--- src/rtl/mdio_pkg.sv ---
package mdio_pkg;

  localparam int PRE_LEN  = 33;
  localparam int RD_HDR   = 16;
  localparam int WR_HDR   = 32;
  localparam int RD_TAIL  = 19;
  localparam int WR_TAIL  = 2;
  localparam int TA_SKIP  = 2;
  localparam int ADDR_W   = 5;
  localparam int PHY_W    = 5;
  localparam int DATA_W   = 16;
  localparam int FRAME_W  = WR_HDR;
  localparam int BIT_W    = $clog2(PRE_LEN + WR_HDR + RD_TAIL);

  typedef logic [BIT_W-1:0] bit_idx_t;

  localparam bit_idx_t PRE_END       = bit_idx_t'(PRE_LEN);
  localparam bit_idx_t RD_DRIVE_END  = bit_idx_t'(PRE_LEN + RD_HDR);
  localparam bit_idx_t WR_DRIVE_END  = bit_idx_t'(PRE_LEN + WR_HDR);
  localparam bit_idx_t RD_LAST       = bit_idx_t'(PRE_LEN + RD_HDR + RD_TAIL - 1);
  localparam bit_idx_t WR_LAST       = bit_idx_t'(PRE_LEN + WR_HDR + WR_TAIL - 1);
  localparam bit_idx_t RD_DATA_FIRST = bit_idx_t'(PRE_LEN + RD_HDR + TA_SKIP);
  localparam bit_idx_t RD_DATA_LAST  = bit_idx_t'(PRE_LEN + RD_HDR + TA_SKIP + DATA_W - 1);

  localparam logic [1:0] PAD_ONES = 2'b11;
  localparam logic [1:0] SOF_CODE = 2'b01;
  localparam logic [1:0] OP_READ  = 2'b10;
  localparam logic [1:0] OP_WRITE = 2'b01;
  localparam logic [1:0] TA_WRITE = 2'b10;

  typedef enum logic [1:0] {
    ST_IDLE = 2'd0,
    ST_RUN  = 2'd1,
    ST_RESP = 2'd2
  } eng_state_t;

endpackage

--- src/rtl/mdio_halfbit_timer.sv ---
module mdio_halfbit_timer #(
  parameter int DIV_W = 8
) (
  input  logic             clk,
  input  logic             rst_n,
  input  logic             en,
  input  logic             restart,
  input  logic [DIV_W-1:0] half_cfg,
  output logic             tick
);

  localparam logic [DIV_W-1:0] MIN_HALF = DIV_W'(2);
  localparam logic [DIV_W-1:0] ONE      = DIV_W'(1);

  logic [DIV_W-1:0] eff_half;
  logic [DIV_W-1:0] cnt;

  assign eff_half = (half_cfg < MIN_HALF) ? MIN_HALF : half_cfg;
  assign tick     = en && !restart && (cnt == '0);

  always_ff @(posedge clk or negedge rst_n) begin
    if (!rst_n) begin
      cnt <= '0;
    end else if (restart) begin
      cnt <= eff_half - ONE;
    end else if (en) begin
      if (cnt == '0) cnt <= eff_half - ONE;
      else           cnt <= cnt - ONE;
    end
  end

  // a half period is never shorter than two clocks
  assert_half_min_R7: assert property (@(posedge clk) disable iff (!rst_n)
    tick |=> !tick);

endmodule

--- src/rtl/mdio_in_sync.sv ---
module mdio_in_sync #(
  parameter int STAGES = 2
) (
  input  logic clk,
  input  logic rst_n,
  input  logic din,
  output logic dout
);

  logic [STAGES-1:0] chain;

  always_ff @(posedge clk or negedge rst_n) begin
    if (!rst_n) chain <= '1;
    else        chain <= {chain[STAGES-2:0], din};
  end

  assign dout = chain[STAGES-1];

endmodule

--- src/rtl/mdio_frame_engine.sv ---
module mdio_frame_engine
  import mdio_pkg::*;
#(
  parameter int REG_IN_W = 8
) (
  input  logic                clk,
  input  logic                rst_n,
  input  logic                tick,
  output logic                run,
  output logic                restart,
  input  logic                req_valid,
  output logic                req_ready,
  input  logic                req_write,
  input  logic [PHY_W-1:0]    req_phy,
  input  logic [REG_IN_W-1:0] req_reg,
  input  logic [DATA_W-1:0]   req_wdata,
  input  logic                sin,
  output logic                rsp_valid,
  output logic [DATA_W-1:0]   rsp_rdata,
  output logic                busy,
  output logic                mdc,
  output logic                mdio_o,
  output logic                mdio_oe
);

  eng_state_t          state;
  logic                is_wr;
  logic                hi;
  logic [FRAME_W-1:0]  frame;
  logic [DATA_W-1:0]   acc;
  bit_idx_t            bit_idx, drive_end, last_idx, nb;
  logic                addr_bad, hdr_bit, in_data_win;
  logic                mdc_q, o_q, oe_q;
  logic [DATA_W-1:0]   rdata_q;

  generate
    if (REG_IN_W > ADDR_W) begin : g_range_chk
      assign addr_bad = |req_reg[REG_IN_W-1:ADDR_W];
    end else begin : g_no_range_chk
      assign addr_bad = 1'b0;
    end
  endgenerate

  assign nb          = bit_idx + bit_idx_t'(1);
  assign hdr_bit     = (bit_idx >= PRE_END) ? frame[FRAME_W-2] : frame[FRAME_W-1];
  assign in_data_win = !is_wr && (bit_idx >= RD_DATA_FIRST) && (bit_idx <= RD_DATA_LAST);
  assign restart     = (state == ST_IDLE) && req_valid;
  assign run         = (state == ST_RUN);
  assign busy        = (state != ST_IDLE);
  assign req_ready   = (state == ST_IDLE);
  assign rsp_valid   = (state == ST_RESP);
  assign rsp_rdata   = rdata_q;
  assign mdc         = mdc_q;
  assign mdio_o      = o_q;
  assign mdio_oe     = oe_q;

  always_ff @(posedge clk or negedge rst_n) begin
    if (!rst_n) begin
      state     <= ST_IDLE;
      is_wr     <= 1'b0;
      hi        <= 1'b0;
      frame     <= '0;
      acc       <= '0;
      bit_idx   <= '0;
      drive_end <= '0;
      last_idx  <= '0;
      mdc_q     <= 1'b0;
      o_q       <= 1'b1;
      oe_q      <= 1'b0;
      rdata_q   <= '0;
    end else begin
      unique case (state)
        ST_IDLE: begin
          if (req_valid) begin
            is_wr <= req_write;
            if (addr_bad) begin
              state   <= ST_RESP;
              rdata_q <= req_write ? '0 : '1;
            end else begin
              state    <= ST_RUN;
              bit_idx  <= '0;
              hi       <= 1'b0;
              mdc_q    <= 1'b0;
              o_q      <= 1'b1;
              oe_q     <= 1'b1;
              acc      <= '0;
              if (req_write) begin
                frame     <= {SOF_CODE, OP_WRITE, req_phy, req_reg[ADDR_W-1:0], TA_WRITE, req_wdata};
                drive_end <= WR_DRIVE_END;
                last_idx  <= WR_LAST;
              end else begin
                frame     <= {PAD_ONES, SOF_CODE, OP_READ, req_phy, req_reg[ADDR_W-1:0], {DATA_W{1'b0}}};
                drive_end <= RD_DRIVE_END;
                last_idx  <= RD_LAST;
              end
            end
          end
        end
        ST_RUN: begin
          if (tick) begin
            if (!hi) begin
              hi    <= 1'b1;
              mdc_q <= 1'b1;
              if (in_data_win) acc <= {acc[DATA_W-2:0], sin};
            end else begin
              hi    <= 1'b0;
              mdc_q <= 1'b0;
              if (bit_idx == last_idx) begin
                state   <= ST_RESP;
                oe_q    <= 1'b0;
                o_q     <= 1'b1;
                rdata_q <= is_wr ? '0 : acc;
              end else begin
                bit_idx <= nb;
                if (bit_idx >= PRE_END) frame <= {frame[FRAME_W-2:0], 1'b0};
                oe_q <= (nb < drive_end);
                if (nb < PRE_END)        o_q <= 1'b1;
                else if (nb < drive_end) o_q <= hdr_bit;
                else                     o_q <= 1'b1;
              end
            end
          end
        end
        ST_RESP: state <= ST_IDLE;
        default: state <= ST_IDLE;
      endcase
    end
  end

  // idle bus is quiet
  assert_idle_quiet_R1: assert property (@(posedge clk) disable iff (!rst_n)
    (state == ST_IDLE) |-> (!mdc_q && !oe_q));

  // preamble periods drive ones
  assert_preamble_ones_R2: assert property (@(posedge clk) disable iff (!rst_n)
    (state == ST_RUN && bit_idx < PRE_END) |-> (oe_q && o_q));

  // line released after the driven part
  assert_released_tail_R5: assert property (@(posedge clk) disable iff (!rst_n)
    (state == ST_RUN && bit_idx >= drive_end) |-> !oe_q);

  // data and enable move only on the falling MDC edge
  assert_change_on_fall_R7: assert property (@(posedge clk) disable iff (!rst_n)
    (state == ST_RUN && $past(state) == ST_RUN && (!$stable(o_q) || !$stable(oe_q)))
      |-> $fell(mdc_q));

  // refused request answers next cycle with the bus silent
  assert_refused_silent_R8: assert property (@(posedge clk) disable iff (!rst_n)
    (state == ST_IDLE && req_valid && addr_bad) |=> (rsp_valid && !mdc_q && !oe_q));

  // busy holds until the response pulse
  assert_busy_hold_R9: assert property (@(posedge clk) disable iff (!rst_n)
    (busy && !rsp_valid) |=> busy);

  // response is one cycle long
  assert_single_pulse_R10: assert property (@(posedge clk) disable iff (!rst_n)
    rsp_valid |=> !rsp_valid);

endmodule

--- src/rtl/mdio_master.sv ---
module mdio_master
  import mdio_pkg::*;
#(
  parameter int DIV_W    = 8,
  parameter int REG_IN_W = 8,
  parameter int SYNC_STG = 2
) (
  input  logic                clk,
  input  logic                rst_n,
  input  logic [DIV_W-1:0]    cfg_half_div,
  input  logic                req_valid,
  output logic                req_ready,
  input  logic                req_write,
  input  logic [PHY_W-1:0]    req_phy,
  input  logic [REG_IN_W-1:0] req_reg,
  input  logic [DATA_W-1:0]   req_wdata,
  output logic                rsp_valid,
  output logic [DATA_W-1:0]   rsp_rdata,
  output logic                busy,
  output logic                mdc,
  output logic                mdio_o,
  output logic                mdio_oe,
  input  logic                mdio_i
);

  logic tick, run, restart, sin;

  mdio_halfbit_timer #(.DIV_W(DIV_W)) u_timer (
    .clk      (clk),
    .rst_n    (rst_n),
    .en       (run),
    .restart  (restart),
    .half_cfg (cfg_half_div),
    .tick     (tick)
  );

  mdio_in_sync #(.STAGES(SYNC_STG)) u_sync (
    .clk   (clk),
    .rst_n (rst_n),
    .din   (mdio_i),
    .dout  (sin)
  );

  mdio_frame_engine #(.REG_IN_W(REG_IN_W)) u_engine (
    .clk       (clk),
    .rst_n     (rst_n),
    .tick      (tick),
    .run       (run),
    .restart   (restart),
    .req_valid (req_valid),
    .req_ready (req_ready),
    .req_write (req_write),
    .req_phy   (req_phy),
    .req_reg   (req_reg),
    .req_wdata (req_wdata),
    .sin       (sin),
    .rsp_valid (rsp_valid),
    .rsp_rdata (rsp_rdata),
    .busy      (busy),
    .mdc       (mdc),
    .mdio_o    (mdio_o),
    .mdio_oe   (mdio_oe)
  );

endmodule

--- config.mk ---
export PLATFORM = sky130hd
export DESIGN_NAME = mdio_master
export DESIGN_NICKNAME = d
export VERILOG_FILES = /design/src/rtl/mdio_pkg.sv /design/src/rtl/mdio_halfbit_timer.sv /design/src/rtl/mdio_in_sync.sv /design/src/rtl/mdio_frame_engine.sv /design/src/rtl/mdio_master.sv
export SDC_FILE = /design/constraint.sdc
export NUM_CORES = 1
export LEC_CHECK = 0
export ABC_AREA = 1
export BUFFER_PORTS_ARGS = -buffer_cell sky130_fd_sc_hd__buf_2
export CAP_MARGIN = 30
export CORE_ASPECT_RATIO = 0.5
export CORE_MARGIN = 4
export CORE_UTILIZATION = 60
export CTS_BUF_LIST = sky130_fd_sc_hd__clkbuf_4 sky130_fd_sc_hd__clkbuf_8
export DETAILED_ROUTE_END_ITERATION = 8
export PLACE_DENSITY = 0.87
export SYNTH_ARGS = -nofsm -noshare
export SYNTH_HDL_FRONTEND = slang
export SYNTH_SLANG_ARGS = --single-unit
--- constraint.sdc ---
create_clock -name clk -period 2.7 [get_ports clk]
set_clock_uncertainty 0.05 [all_clocks]
set_input_delay 0.81 -clock clk [delete_from_list [all_inputs] [get_ports clk]]
set_output_delay 0.81 -clock clk [all_outputs]
set_load 0.005 [all_outputs]
==> reports/results.txt, run 1 <==
status - finished clean
aggregate global-route resource usage - 0.236
global placer's final weighted congestion - 0.906
Area after DPL - 5400 µm²
Synth Warn # - 0
Layout Nets - 781
Cell Area, Synth - 5060 µm²
antenna violations before repair - 0
CTS tree - yes
Util after Layout - 0.692
Hold Buf Count CTS - 0
worst vdd ir - 0.366 mV
Tmin final - 2.41 ns
clk root buf - clkbuf_8
Worst Path Buf+Inv - 2
die width - 138 µm
Die Area - 10100 µm²
R2R Setup Slk - 0.29 ns
routed wire length - 11.2 mm
Final period util - 0.892
placed wire-length estimate - 7.70 mm
number of distinct library cells after synthesis - 38
Area Growth Syn to Fin - 10.6%
synth top area cells - dfrtp_1 43%, nand2_1 19%, nand3_1 6.9%, o21ai_0 4.0%, inv_1 3.7%
vias - 4548
setup ws final - 0.290 ns
Slowest-stage cell, CP - dfrtp_1
Routed Antenna Nets - 0
most used cell, CP - nand2_1
grt total ovfl - 0
Initial Utilization - 0.625
Resized Gates After CTS - 0
clk slew on worst S/H paths - 0.10 ns
crit-path leading delay family - simple AND/OR/NAND/NOR gates
CP Data Required Time - 2.95 ns
PD cells - 849 nW/µm²
clock sink total - 90
share of the synthesized area in the top cell type - 0.430
startpoint types - flop
Initial DRT Pass Iterations - 5
Synth Net Count - 731
FF-to-FF End - u_engine.mdio_o
fin area - 5600 µm²
Fin. Hold Viols - 0
hold_ws - 0.287 ns
r2r worst-path depth - 16
H-tree Lvls - 3
worst path cell trace - ha_1 -> nand3_1 -> nor2_1 -> xor2_1 -> inv_1 -> ha_1 -> nand3_1 -> nand2_1 -> inv_1 -> nand3_1 -> nand2_1 -> nand2_1 -> nor2_1 -> nand2_1 -> nand2_1 -> nand2_1
pre-CTS setup slack - 0.244 ns
Placed Cells - 831
drt wl/cell - 13.2 µm
Cell Count, Final, Fillers Out - 847
Leakage - 2.92 nW
first-pass GRT wire length - 18.8 mm
Worst-Skew Late Latency - 0.37 ns
ys async rst share - 1.00
max-slew violations - 0
top_reg_cell synth - dfrtp_1
Worst Tran Pin Value - 0.688 ns
clk buf depth - 2
Highest Clock Rate - 415 MHz
Max Cap Viol - 0
post-synthesis sequential area ratio - 0.446
slew margin rel. - 0.539
Port Buffers - 63
Yosys reg bits - 90
Commonest cells post-synth - 255 x nand2_1, 87 x dfrtp_1, 70 x nand3_1
hold crit path type - input port to asynchronous set/reset pin
Critical Path Fanout Max - 10
vias in the first global route - 4161
RSZ-0062 raised after global routing - false
pin count of the biggest net entering global routing - 35
Post-synth EDFFs - 0
Post-CTS Setup Inserts - 0
critical path type - flop to flop
ant diodes - 0
layout cells sized above 1 - 0.165
Critical Path Max Stage Delay - 0.55 ns
setup TNS - 0 ns
Worst R2R Start - u_engine.bit_idx[0]
cts bufs inserted - 9
Core Rows - 23
Final Setup Violations - 0
# IOs - 64
chip height - 72.9 µm
Iter 0 DRT Violations - 277
Synth area leader - dfrtp_1
post-synthesis average cell area - 7.44 µm²
WP data arrival - 2.66 ns
Syn Inst Count - 680
total core area - 8090 µm²
cell with the most instances after synthesis - nand2_1
CP Capture Type - flop
vias per cell - 5.37
DRC viols - 0
total power - 4.75 mW
worst max-delay path by stage:
stage                         from              end  depth (start not counted)
2_1_floorplan      cfg_half_div[6]   u_timer.cnt[6]                          9
3_3_place_gp             req_valid   u_timer.cnt[2]                          8
3_5_place_dp             req_valid   u_timer.cnt[2]                          8
4_1_cts        u_engine.bit_idx[0]  u_engine.mdio_o                         16
5_1_grt        u_engine.bit_idx[0]  u_engine.mdio_o                         16
6_report       u_engine.bit_idx[0]  u_engine.mdio_o                         16
cell usage in the layout (no fill, tap or decap), drive strengths merged:
| cell type | count |
|---|---|
| a21o | 1 |
| nand3 | 73 |
| buf | 74 |
| dfrtp | 87 |
| clkbuf | 10 |
| nand2 | 257 |
| o221ai | 7 |
| o21ai | 72 |
| a21oi | 6 |
| xor2 | 5 |
| o22ai | 2 |
| nand3b | 3 |
| bufinv | 1 |
| xnor2 | 2 |
| and3 | 1 |
| nor2 | 41 |
| ha | 9 |
| inv | 58 |
| a31oi | 1 |
| o21bai | 1 |
| dfstp | 3 |
| or2 | 4 |
| clkinv | 4 |
| nor3 | 3 |
| nand4 | 6 |
| o211ai | 4 |
layer usage:
layer	share of wire	vias up	track usage	wire (µm)
met5	0	-	0	0
met2	0.46	159	0.382	5180
li1	-	2287	-	-
met3	0.075	15	0.0496	844
met4	0.0095	0	0.0734	106
met1	0.45	2087	0.322	5050
sequential cells by signal (all words and copies together), names as in the netlist:
register	flops
u_engine.hi	1
u_engine.frame	32
u_engine.drive_end	1
u_engine.mdio_o	1
u_sync.chain	2
u_engine.state	2
u_engine.acc	16
u_engine.mdio_oe	1
u_engine.is_wr	1
u_engine.bit_idx	7
u_engine.last_idx	2
u_engine.rsp_rdata	16
u_timer.cnt	8
where the power goes:
| group | internal (mW) | switching (mW) |
|---|---|---|
| clock network | 0.442 | 0.491 |
| logic | 0.616 | 1.08 |
| registers | 1.82 | 0.302 |
kinds of logic after synthesis:
kind of cell | count (synthesis) | synth area share
flip-flops | 90 | 0.446
AND/OR/NAND/NOR | 388 | 0.331
XOR/XNOR | 7 | 0.0121
buffers and inverters | 92 | 0.0849
AO/OA/AOI/OAI | 94 | 0.104
adder cells (fa/ha/maj) | 9 | 0.0223
cell type report:
cell class              count  area, µm²
inverters                  57        216
fillers                   652       2490
repair buffers             74        413
clock buffers              10        131
clock inverters             6       66.3
well taps                 112        140
multi-input cells         498       2370
flip-flops and latches     90       2260
Note: power is estimated with default switching activity, not from simulation.
==> inputs of run 2 (changes only) <==
Settings changed: GPL_TIMING_DRIVEN set to 0.
==> run 2 against run 1 <==
Die area is the same. Clock power increased by 5.3%. Power is 3.1% higher. Non-clock buffer count increased by 24. Worst setup slack improved by 0.074 ns. Wire length rose by 7.8%. Largest power group unchanged. Count of clock-buffer cells in the layout is 1 lower. Sequential cell count stayed put. Worst hold slack improved by 0.026 ns. Maximum frequency up 3.2%. Register-to-register slack better by 0.07 ns. Final cell count is 2.8% higher.
==> reports/results.txt, run 2 (synthesized netlist as in run 1, its figures left out) <==
Layout Nets - 805 (was 781)
Post-CTS Setup Inserts - 0 (unchanged)
routed wire length - 12.1 mm (was 11.2 mm)
CP Capture Type - flop (unchanged)
slew margin rel. - 0.639 (was 0.539)
# IOs - 64 (unchanged)
Util after Layout - 0.710 (was 0.692)
Initial DRT Pass Iterations - 6 (was 5)
max-slew violations - 0 (unchanged)
Worst Tran Pin Value - 0.541 ns (was 0.688 ns)
Leakage - 2.99 nW (was 2.92 nW)
vias per cell - 5.42 (was 5.37)
pin count of the biggest net entering global routing - 57 (was 35)
chip height - 72.9 µm (unchanged)
Worst-Skew Late Latency - 0.38 ns (was 0.37 ns)
die width - 138 µm (unchanged)
Area after DPL - 5540 µm² (was 5400 µm²)
Placed Cells - 855 (was 831)
Highest Clock Rate - 428 MHz (was 415 MHz)
Core Rows - 23 (unchanged)
cts bufs inserted - 9 (unchanged)
commonest non-fill, non-tap cells in the layout - 255 x nand2_1, 87 x dfrtp_1, 74 x buf_2, 70 x nand3_1, 50 x inv_1 (was 255 x nand2_1, 87 x dfrtp_1, 70 x nand3_1, 62 x buf_2, 50 x inv_1)
startpoint types - flop (unchanged)
Area Growth Syn to Fin - 13.6% (was 10.6%)
clock sink total - 90 (unchanged)
register with the most flip-flops - u_engine.frame (unchanged)
crit-path leading delay family - simple AND/OR/NAND/NOR gates (unchanged)
Slowest-stage cell, CP - dfrtp_1 (unchanged)
Final period util - 0.865 (was 0.892)
PD cells - 853 nW/µm² (was 849 nW/µm²)
max reg flops - 32 (unchanged)
ant diodes - 0 (unchanged)
vias in the first global route - 4345 (was 4161)
Die Area - 10100 µm² (unchanged)
most used cell, CP - nand2_1 (unchanged)
Port Buffers - 62 (was 63)
Sw Share - 0.399 (was 0.395)
fin area - 5740 µm² (was 5600 µm²)
drt wl/cell - 13.8 µm (was 13.2 µm)
grt total ovfl - 0 (unchanged)
WP data arrival - 2.60 ns (was 2.66 ns)
Flop pwr share - 0.427 (was 0.446)
clk root buf - clkbuf_8 (unchanged)
RSZ-0062 raised after global routing - false (unchanged)
worst path cell trace - ha_1 -> nand3_1 -> nor2_1 -> xor2_1 -> inv_1 -> ha_1 -> nand3_1 -> nand2_1 -> inv_1 -> nand3_1 -> nand2_1 -> nand2_1 -> nor2_1 -> nand2_1 -> nand2_1 -> nand2_1 (unchanged)
Routed Antenna Nets - 0 (unchanged)
Final Setup Violations - 0 (unchanged)
clk slew on worst S/H paths - 0.10 ns (about the same)
antenna violations before repair - 0 (unchanged)
Iter 0 DRT Violations - 397 (was 277)
critical path type - flop to flop (unchanged)
status - finished clean (unchanged)
Initial Utilization - 0.625 (unchanged)
CP Data Required Time - 2.96 ns (was 2.95 ns)
worst vdd ir - 0.357 mV (was 0.366 mV)
first-pass GRT wire length - 20.4 mm (was 18.8 mm)
Worst Path Buf+Inv - 2 (unchanged)
internal power - 2.94 mW (was 2.87 mW)
placed wire-length estimate - 8.73 mm (was 7.70 mm)
hold crit path type - flop to flop (was input port to asynchronous set/reset pin)
total core area - 8090 µm² (unchanged)
Critical Path Fanout Max - 3 (was 10)
Net Sw Power - 1.95 mW (was 1.88 mW)
CTS tree - yes (unchanged)
clk buf depth - 2 (unchanged)
Fin. Hold Viols - 0 (unchanged)
Cell Count, Final, Fillers Out - 871 (was 847)
commonest non-fill, non-tap cell in the layout - nand2_1 (unchanged)
Max Cap Viol - 0 (unchanged)
layout cells sized above 1 - 0.178 (was 0.165)
Resized Gates After CTS - 0 (unchanged)
H-tree Lvls - 3 (unchanged)
fill count - 667 (was 652)
Hold Buf Count CTS - 0 (unchanged)
DRC viols - 0 (unchanged)
vias - 4725 (was 4548)
setup TNS - 0 ns (unchanged)
Critical Path Max Stage Delay - 0.39 ns (was 0.55 ns)
Gate power share - 0.372 (was 0.358)
clock network power share - 0.201 (was 0.196)
aggregate global-route resource usage - 0.259 (was 0.236)
global placer's final weighted congestion - 0.919 (was 0.906)
Tmin final - 2.34 ns (was 2.41 ns)
-- run 2: changes by cell type in the layout (fill, tap and decap cells not counted), sizes merged --
| cell | delta |
|---|---|
| buf | +13 |
| clkbuf | +10 |
| clkinvlp | +2 |
| clkinv | -4 |
| inv | +3 |
-- run 2: per-stage QoR --
step | power [mW] | setup slack (ns) | hold WS, ns
3_3_place_gp | 3.83 | -0.0763 | 0.298
4_1_cts | 4.91 | 0.417 | 0.314
6_report | 4.90 | 0.364 | 0.313
5_1_grt | 5.28 | 0.253 | 0.322
2_1_floorplan | 3.32 | 0.623 | 0.295
3_5_place_dp | 3.92 | 0.215 | 0.300
-- run 2: final cells by class --
cell class	count	area (µm²)	area share
plain buffers	35	213	0.0370
clock buffers	9	124	0.0216
clock inverters	7	82.6	0.0144
inverters	57	216	0.0377
multi-input cells	498	2370	0.413
flip-flops and latches	90	2260	0.393
well taps	112	140	0.0244
repair buffers	63	340	0.0592
-- run 2: path summary, 6_finish.rpt --
check                               startpoint               endpoint  slack (ns)  cells after the start
max                        u_engine.bit_idx[0]        u_engine.mdio_o        0.36                     16
min                            u_sync.chain[0]        u_sync.chain[1]        0.31                      0
max reg2reg                u_engine.bit_idx[0]        u_engine.mdio_o        0.36                     16
min reg2reg                    u_sync.chain[0]        u_sync.chain[1]        0.31                      0
max in group asynchronous                rst_n        u_engine.mdio_o        1.58                      2
min in group asynchronous                rst_n  u_engine.rsp_rdata[2]        0.33                      1
-- run 2: per-layer routing --
layer | vias to the layer above | global-route usage | share of wire
met5 | - | 0 | 0
met4 | 0 | 0.0756 | 0.013
met3 | 14 | 0.0744 | 0.081
met2 | 195 | 0.397 | 0.45
met1 | 2176 | 0.361 | 0.46
li1 | 2340 | - | -
-- run 2: power by group through the flow --
stage | combinational [mW] | sequential [mW] | clock, mW
floorplan | 1.26 | 2.06 | 0
global placement | 1.74 | 2.09 | 0
detailed placement | 1.82 | 2.11 | 0
CTS | 1.82 | 2.09 | 1.00
global route | 2.08 | 2.14 | 1.05
finish | 1.82 | 2.09 | 0.982
-- run 2: worst reg2reg max path, delay by kind of cell (launching register included) --
family	cells	cell delay (ns)
DFF	1	0.39
xor gates and xnor gates	1	0.20
adders and majority gates	2	0.51
and+or+nand+nor	11	0.98
buffers and inverters	2	0.13
